--- src/rtl/frame_status_pkg.sv ---
package frame_status_pkg;

  localparam int unsigned STAT_W = 8;
  localparam int unsigned QBITS  = 5;

  // bits 6,5 (CRC, overrun) and 3..1 (residue) are queued
  localparam logic [STAT_W-1:0] QUEUED_MASK = 8'h6E;

  typedef enum logic [1:0] {
    SEL_STATUS = 2'd0,
    SEL_CNT_LO = 2'd1,
    SEL_CNT_HI = 2'd2,
    SEL_NONE   = 2'd3
  } rd_sel_e;

  function automatic logic [QBITS-1:0] pack_status(input logic [STAT_W-1:0] s);
    return {s[6], s[5], s[3], s[2], s[1]};
  endfunction

  function automatic logic [STAT_W-1:0] unpack_status(input logic [QBITS-1:0] q);
    logic [STAT_W-1:0] r;
    r    = '0;
    r[6] = q[4];
    r[5] = q[3];
    r[3] = q[2];
    r[2] = q[1];
    r[1] = q[0];
    return r;
  endfunction

endpackage

--- src/rtl/frame_byte_counter.sv ---
module frame_byte_counter #(
  parameter int unsigned CNT_W = 14
) (
  input  logic             clk,
  input  logic             rst,
  input  logic             byte_stb,
  input  logic             close_stb,
  output logic [CNT_W-1:0] frame_len
);
  logic [CNT_W-1:0] count_q;

  // length of the frame closing this cycle includes a same-cycle byte
  assign frame_len = count_q + CNT_W'(byte_stb);

  always_ff @(posedge clk) begin
    if (rst) begin
      count_q <= '0;
    end else if (close_stb) begin
      count_q <= '0;
    end else if (byte_stb) begin
      count_q <= count_q + 1'b1;
    end
  end
endmodule

--- src/rtl/frame_entry_store.sv ---
module frame_entry_store #(
  parameter int unsigned DEPTH   = 10,
  parameter int unsigned ENTRY_W = 19
) (
  input  logic               clk,
  input  logic               rst,
  input  logic               active,
  input  logic               push,
  input  logic [ENTRY_W-1:0] push_data,
  input  logic               pop_req,
  output logic [ENTRY_W-1:0] head_data,
  output logic               avail,
  output logic               ovf,
  output logic [$clog2(DEPTH+1)-1:0] occ
);
  localparam int unsigned PTR_W = (DEPTH > 1) ? $clog2(DEPTH) : 1;
  localparam int unsigned OCC_W = $clog2(DEPTH+1);
  localparam logic [PTR_W-1:0] LAST_PTR = PTR_W'(DEPTH-1);
  localparam logic [OCC_W-1:0] FULL_OCC = OCC_W'(DEPTH);

  logic [ENTRY_W-1:0] mem [DEPTH];
  logic [PTR_W-1:0]   wr_ptr, rd_ptr;
  logic               full, pop, wr_en;

  assign full  = (occ == FULL_OCC);
  assign avail = (occ != '0);
  assign pop   = active && pop_req && avail;
  assign wr_en = active && push && (!full || pop);

  function automatic logic [PTR_W-1:0] bump(input logic [PTR_W-1:0] p);
    return (p == LAST_PTR) ? '0 : p + 1'b1;
  endfunction

  // storage without reset so it maps to RAM
  always_ff @(posedge clk) begin
    if (wr_en) mem[wr_ptr] <= push_data;
  end

  assign head_data = mem[rd_ptr];

  always_ff @(posedge clk) begin
    if (rst || !active) begin
      wr_ptr <= '0;
      rd_ptr <= '0;
      occ    <= '0;
      ovf    <= 1'b0;
    end else begin
      if (wr_en) wr_ptr <= bump(wr_ptr);
      if (pop)   rd_ptr <= bump(rd_ptr);
      if (wr_en && !pop)      occ <= occ + 1'b1;
      else if (pop && !wr_en) occ <= occ - 1'b1;
      if (push && full && !pop) ovf <= 1'b1;
    end
  end
endmodule

--- src/rtl/frame_read_port.sv ---
module frame_read_port
  import frame_status_pkg::*;
#(
  parameter int unsigned CNT_W = 14
) (
  input  logic              clk,
  input  logic              rst,
  input  logic              active,
  input  logic              rd_stb,
  input  logic [1:0]        rd_sel,
  input  logic [CNT_W-1:0]  head_cnt,
  input  logic [QBITS-1:0]  head_stat,
  input  logic              avail,
  input  logic              ovf,
  input  logic [STAT_W-1:0] live_stat,
  input  logic [STAT_W-1:0] mirror_lo,
  input  logic [STAT_W-1:0] mirror_hi,
  output logic              pop_req,
  output logic [STAT_W-1:0] rd_data
);
  localparam int unsigned HI_W = 6;

  logic [CNT_W-1:0]  cnt_shown;
  logic [HI_W-1:0]   hi_field;
  logic [STAT_W-1:0] stat_val, lo_val, hi_val, nxt;

  assign pop_req   = active && rd_stb && (rd_sel == SEL_STATUS);
  assign cnt_shown = avail ? head_cnt : '0;
  assign hi_field  = HI_W'(cnt_shown >> 8);

  always_comb begin
    if (!active) begin
      stat_val = live_stat;
      lo_val   = mirror_lo;
      hi_val   = mirror_hi;
    end else begin
      stat_val = avail ? ((live_stat & ~QUEUED_MASK) | unpack_status(head_stat)) : live_stat;
      lo_val   = cnt_shown[7:0];
      hi_val   = {ovf, avail, hi_field};
    end
    case (rd_sel)
      SEL_STATUS: nxt = stat_val;
      SEL_CNT_LO: nxt = lo_val;
      SEL_CNT_HI: nxt = hi_val;
      default:    nxt = '0;
    endcase
  end

  always_ff @(posedge clk) begin
    if (rst)         rd_data <= '0;
    else if (rd_stb) rd_data <= nxt;
  end
endmodule

--- src/rtl/frame_status_queue.sv ---
module frame_status_queue
  import frame_status_pkg::*;
#(
  parameter int unsigned DEPTH = 10,
  parameter int unsigned CNT_W = 14
) (
  input  logic        clk,
  input  logic        rst,
  input  logic        cfg_enable,
  input  logic        cfg_bitsync,
  input  logic        rx_byte_stb,
  input  logic        rx_eof_stb,
  input  logic        rx_abort_stb,
  input  logic [7:0]  live_stat,
  input  logic [7:0]  mirror_lo,
  input  logic [7:0]  mirror_hi,
  input  logic        rd_stb,
  input  logic [1:0]  rd_sel,
  output logic [7:0]  rd_data
);
  localparam int unsigned ENTRY_W = CNT_W + QBITS;
  localparam int unsigned OCC_W   = $clog2(DEPTH+1);

  logic               active, close_stb, pop_req, avail, ovf;
  logic [CNT_W-1:0]   frame_len;
  logic [ENTRY_W-1:0] push_data, head_data;
  logic [OCC_W-1:0]   occ_w;

  assign active    = cfg_enable && cfg_bitsync;
  assign close_stb = rx_eof_stb || rx_abort_stb;
  assign push_data = {pack_status(live_stat), frame_len};

  frame_byte_counter #(.CNT_W(CNT_W)) u_count (
    .clk(clk), .rst(rst), .byte_stb(rx_byte_stb),
    .close_stb(close_stb), .frame_len(frame_len)
  );

  frame_entry_store #(.DEPTH(DEPTH), .ENTRY_W(ENTRY_W)) u_store (
    .clk(clk), .rst(rst), .active(active), .push(close_stb),
    .push_data(push_data), .pop_req(pop_req), .head_data(head_data),
    .avail(avail), .ovf(ovf), .occ(occ_w)
  );

  frame_read_port #(.CNT_W(CNT_W)) u_read (
    .clk(clk), .rst(rst), .active(active), .rd_stb(rd_stb), .rd_sel(rd_sel),
    .head_cnt(head_data[CNT_W-1:0]), .head_stat(head_data[ENTRY_W-1:CNT_W]),
    .avail(avail), .ovf(ovf), .live_stat(live_stat),
    .mirror_lo(mirror_lo), .mirror_hi(mirror_hi),
    .pop_req(pop_req), .rd_data(rd_data)
  );
endmodule

--- config.mk ---
export PLATFORM = sky130hd
export DESIGN_NAME = frame_status_queue
export DESIGN_NICKNAME = d
export VERILOG_FILES = /design/src/rtl/frame_status_pkg.sv /design/src/rtl/frame_byte_counter.sv /design/src/rtl/frame_entry_store.sv /design/src/rtl/frame_read_port.sv /design/src/rtl/frame_status_queue.sv
export SDC_FILE = /design/constraint.sdc
export NUM_CORES = 1
export LEC_CHECK = 0
export BUFFER_PORTS_ARGS = -buffer_cell sky130_fd_sc_hd__buf_2
export CELL_PAD_IN_SITES_DETAIL_PLACEMENT = 1
export CELL_PAD_IN_SITES_GLOBAL_PLACEMENT = 1
export CORE_ASPECT_RATIO = 2
export CORE_MARGIN = 2
export CORE_UTILIZATION = 52
export DETAILED_ROUTE_END_ITERATION = 8
export MAX_ROUTING_LAYER = met4
export PLACE_DENSITY_LB_ADDON = 0.1
export SLEW_MARGIN = 15
export SYNTH_ARGS = -nofsm -noshare
export SYNTH_HDL_FRONTEND = slang
export SYNTH_SLANG_ARGS = --single-unit
--- constraint.sdc ---
create_clock -name clk -period 3.8 [get_ports clk]
set_input_delay 0.19 -clock clk [delete_from_list [all_inputs] [get_ports clk]]
set_output_delay 0.19 -clock clk [all_outputs]
set_load 0.1 [all_outputs]
== Word-level counts from Yosys, hierarchy flattened ==
Memory sizes are Yosys's and may differ from the RTL's. A register that Yosys moved wholly into a read port is not among the register bits.
Index checks and enable logic that the tools add are counted.
Word-level totals
  memories: 1
  bits in registers: 35
  output and inout port bits: 8
  input port bits: 34
  RAM bits: 190
  logic and storage cells: 55
Cells by class
  mux-type cells: 14
  add/sub/neg operators: 6
  reductions and logical operators: 22
  bitwise gates (word level): 1
  eq/ne operators: 5
Memory list
  u_store.mem: words 10, bits a word 19, rd ports 1, clocked after memory_dff 1, wr ports 1, line frame_entry_store.sv:21  | logic [ENTRY_W-1:0] mem [DEPTH];
Operator list (number)
  8-bit 2-to-1 mux: 4
  4-bit 2-to-1 mux: 6
  8-bit one-hot mux with 3 select lines: 1
  14-bit by 1-bit adder with 14-bit output: 1
  14-bit by 1-bit adder with 14-bit output (second input constant): 1
  14-bit 2-to-1 mux: 1
  4-bit by 1-bit adder with 4-bit output (second input constant): 3
  4-bit == test (second input constant): 3
  1-bit logical AND: 11
  8-bit by 7-bit bitwise OR with 8-bit output: 1
  1-bit logical NOT: 4
  4-bit nonzero test: 1
  4-bit by 1-bit subtractor with 4-bit output (second input constant): 1
  1-bit logical OR: 3
  2-bit by 1-bit == test with 1-bit output (second input constant): 1
  2-bit == test (second input constant): 1
  2-bit logical NOT: 1
  1-bit 2-to-1 mux: 2
  2-bit nonzero test: 1
  2-bit OR reduction: 1

== Logic depth before layout (Yosys ltp) ==
  depth in word-level cells: 11
  mapped depth: 14

== By module ==
A second synthesis with hierarchy kept.
Unflattened totals
  cell total of the unflattened synthesis: 649
  area total of the unflattened synthesis: 9715.6 um^2
By module, submodules not included
  frame_entry_store: instances 1, seq. area each 6045.8 um^2, cells each 430, area each 8000.2 um^2
  frame_byte_counter: instances 1, seq. area each 280.3 um^2, cells each 101, area each 854.6 um^2
  frame_read_port: instances 1, seq. area each 160.2 um^2, cells each 116, area each 848.3 um^2
  frame_status_queue: instances 1, seq. area each 0.0 um^2, cells each 2, area each 12.5 um^2

== Least setup slack after synthesis ==
No wires, ideal clock.
  kind: input -> register
  start point: in rd_stb
  end point: mem u_store.mem[4][0], enable pin
  arrival time: 3.042 ns
  path slack: 0.314 ns
  setup time: 0.444 ns
  data required time: 3.356 ns
  cell stages on the path: 6
  cell sequence: buf_4 or3b_4 o2111ai_4 nand2_2 buf_6 nor4_1
On the way
  word-level cells in the longest chain between the ends: 8
RTL lines
  start, declared: line frame_status_queue.sv:17  | input logic rd_stb,
  1-bit logical AND (2 in series): line frame_read_port.sv:27  | assign pop_req = active && rd_stb && (rd_sel == SEL_STATUS);
  1-bit logical AND (2 in series): line frame_entry_store.sv:27  | assign pop = active && pop_req && avail;
  1-bit logical OR: line frame_entry_store.sv:28  | assign wr_en = active && push && (!full || pop);
  1-bit logical AND: line frame_entry_store.sv:28
  1-bit 2-to-1 mux: line frame_entry_store.sv:36  | if (wr_en) mem[wr_ptr] <= push_data;
  1-bit 2-to-1 mux (implied by the code): line frame_entry_store.sv:36
  end, declared: line frame_entry_store.sv:21
Every way passes these cells.

== Final worst setup path ==
  start point: reg u_store.occ[1]
  end point: reg u_store.occ[3]
On the way
  word-level cells in the longest chain between the ends: 7
  elaborated cells between the ends (all ways): 15
  those cells by class: add/sub: 2; eq/ne: 1; mux: 2; reduce/logical: 10
RTL lines
  start, declared: line frame_entry_store.sv:14  | output logic [$clog2(DEPTH+1)-1:0] occ
  start signal, assigned: line frame_entry_store.sv:50  | if (wr_en && !pop) occ <= occ + 1'b1;
  start signal, assigned: line frame_entry_store.sv:51  | else if (pop && !wr_en) occ <= occ - 1'b1;
  branches (longest 7 deep; another with 4-bit by 1-bit subtractor with 4-bit output)
Several ways; the timed one is not identified. The select of a mux whose other input is x is not followed.
A chain may end at the register's enable or synchronous reset.

==> flow_metrics.tcl <==
set metrics [dict create \
    place_area_um2 10000 \
    worstMarginPinSlew_ns 1.11 \
    pwr-share-seq_pct 54.8 \
    hp-class "in2reg" \
    holdPathStages 1 \
    critical_path.endpoint_type "flip-flop" \
    worstSkewPairLatency_ns 0.49 \
    synth-seq-cells 229 \
    switchingPower_w 0.000995 \
    route.detailed.drc 0 \
    finalWorstSetupSlack_ns 1.03 \
    grt_max_degree 35 \
    detail_route.wirelength_um 22600 \
    place_ws_ns 0.840 \
    cts.sinks 229 \
    synth-warning-count 0 \
    die-area_um2 19500 \
    start_util_pct 52.5 \
    fin_hold_ws_ns 0.0312 \
    die_y_um 195 \
    rsz0062_at_grt "no" \
    cp.arrival_ns 3.18 \
    crit_fanout 6 \
    synth_xor_area_share_pct 2.21 \
    synth_mux_area_share_pct 12.7 \
    io_pins 42 \
    layout_commonest_cell "edfxtp_1" \
    num_antenna_cells 0 \
    leakagePower_nw 3.53 \
    combPwrFrac_pct 3.6 \
    core_um2 18100 \
    portBuffers 41 \
    rows 70 \
    grt_pass1_vias 6163 \
    cts_tree "yes" \
    fin_crit_ns 2.77 \
    syn_nets 649 \
    clk_pin_slew_ns 0.07 \
    place_congestion 0.948 \
    status "finished, final reports clean" \
    final.setup.tns_ns 0 \
    final_nets 696 \
    cts-buffers-inserted 20 \
    drv_cap 0 \
    final_area_um2 10700 \
    drtAntennaViolNets 0 \
    cts-root-buf "clkbuf_16" \
    rr_worst_depth 11 \
    period_share_pct 72.9 \
    maxSlewHeadroom_pct 25.5 \
    synth_edf_count 190 \
    dp_hpwl_um 15100 \
    drt_iter0_drc 361 \
    syn_area_um2 9520 \
    routedWlPerCell_um 25.6 \
    grt_first_pass_wirelength_um 34800 \
    areaGrowthSynthToFinish_pct 12.3 \
    max-clock-path-buffers 3 \
    gr-total-overflow 0 \
    synth_compound_area_share_pct 6.82 \
    syn_avg_cell_area_um2 15.7 \
    die_width_um 99.7 \
    num_vias 5554 \
    synth-main-ff-cell "edfxtp_1" \
    synth_top_family_by_area "multiplexers" \
    hold_violations 0 \
    critical_path_class "reg2reg" \
    seq_area_frac_synth_pct 68.1 \
    clockPowerShare_pct 41.6 \
    async_flop_share_pct 0 \
    ys_types 53 \
    cts_max_level 1 \
    grtUsageTotal_pct 24.6 \
    p_int_w 0.00396 \
    clock_skew_ns 0.0101 \
    n_fill_cell 1664 \
    swShare_pct 20.1 \
    ir_drop_mv 0.298 \
    crit_required_ns 4.21 \
    final_core_util_pct 59.0 \
    startpoint_type "flip-flop" \
    final_cell_mix "edfxtp_1 (190), buf_2 (41), nor2_1 (38), mux4_2 (38), dfxtp_1 (38)" \
    synthSimpleGateAreaFrac_pct 7.20 \
    drive_gt1_share_pct 22.6 \
    antenna_found_initial 0 \
    vias_per_cell 6.28 \
    setup_viol 0 \
    synth_fa_ha_area_share_pct 0.998 \
    synth_cells 608 \
    timing.fmax_mhz 361 \
    firstDrtPassIters 4 \
    p_per_area_nw_per_um2 463 \
    drv_slew 0 \
]
## metal layers
metal / up-vias / part of all wire (%) / track usage [%]
li1: 2481 / - / -
met2: 180 / 53 / 42.9
met1: 2836 / 38 / 28.2
met5: - / 0 / -
met3: 57 / 4.5 / 3.51
met4: 0 / 3.9 / 9.79
## power groups by stage
stage                     clock network (W)   logic, W  registers (W)
final                               0.00206   0.000180        0.00271
after global routing                0.00218   0.000194        0.00271
after floorplan                           0  0.0000809        0.00280
after CTS                           0.00210   0.000181        0.00271
after detailed placement                  0   0.000178        0.00277
after global placement                    0   0.000173        0.00277
## critical path, stage by stage, from the launching register on
cell	delay, ns
dfxtp_1	0.39
nor4_1	0.55
nor3_1	0.18
inv_1	0.09
ha_1	0.18
inv_1	0.10
ha_1	0.28
a21o_1	0.17
a21oi_1	0.20
xnor2_1	0.10
or3_1	0.30
a21oi_1	0.14
## cell families after synthesis
logic type / count (synthesis)
buffers and inverters: 40
multiplexers: 72
XOR/XNOR: 24
flip-flops: 229
AO/OA/AOI/OAI: 97
adder cells (fa/ha/maj): 7
AND/OR/NAND/NOR: 139
## final cells by class
class	instances	area, um^2	share of cell area, %
timing repair buffer	58	350	3.27
clock buffer	29	576	5.38
sequential	229	6490	60.7
clock inverter	7	91.3	0.854
inverter	7	26.3	0.246
multi-input combinational	339	2900	27.1
tap	216	270	2.53
## stage by stage
step | cells | power [W]
after floorplan | 608 | 0.00288
after global placement | 847 | 0.00294
after detailed placement | 847 | 0.00295
after CTS | 885 | 0.00499
after global routing | 885 | 0.00508
final | 885 | 0.00495
## flip-flops by register name, indices dropped and copies added, names as in the netlist, named ones only
| name | flops |
|---|---|
| u_store.mem | 190 |
| u_store.ovf | 1 |
| u_store.rd_ptr | 4 |
| u_store.wr_ptr | 4 |
| u_count.count_q | 14 |
| u_store.occ | 4 |
| u_read.rd_data | 8 |
## Yosys cell counts (all sizes together), types with 3 or more instances
library cell  number  area [um^2]
mux2              11          124
clkbuf            22         82.6
a221oi             8         70.1
a22oi              5         37.5
nor2              41          154
a31oi              5         31.3
o2111ai            6         70.1
xnor2              8         70.1
nor2b              7         43.8
o21ai             17         85.1
or3               12         75.1
xor2              16          140
o22ai              3         18.8
or4                3         26.3
nand2b             7         43.8
buf               11         78.8
o211ai             9         67.6
nor3               6         30.0
edfxtp           190         5710
a21oi             31          155
nand4              7         43.8
nand2             31          119
nand3             13         65.1
mux4              38          856
inv                7         26.3
nor4               3         18.8
ha                 6         75.1
dfxtp             39          781
mux2i             23          230
## repair_timing
action,in CTS,in global routing
setup buffers,0,0
resized for setup,0,0
hold buffers,2,0
endpoints found under the hold margin,10,0
## path summary, 6_finish.rpt
path	slack [ns]	from	end
max	1.03	u_store.occ[1]	u_store.occ[3]
min	0.03	live_stat[1]	u_store.mem[6][14]
max reg2reg	1.03	u_store.occ[1]	u_store.occ[3]
min reg2reg	0.46	u_read.rd_data[1]	u_read.rd_data[1]
No activity file was read; power rests on OpenSTA's default activity.
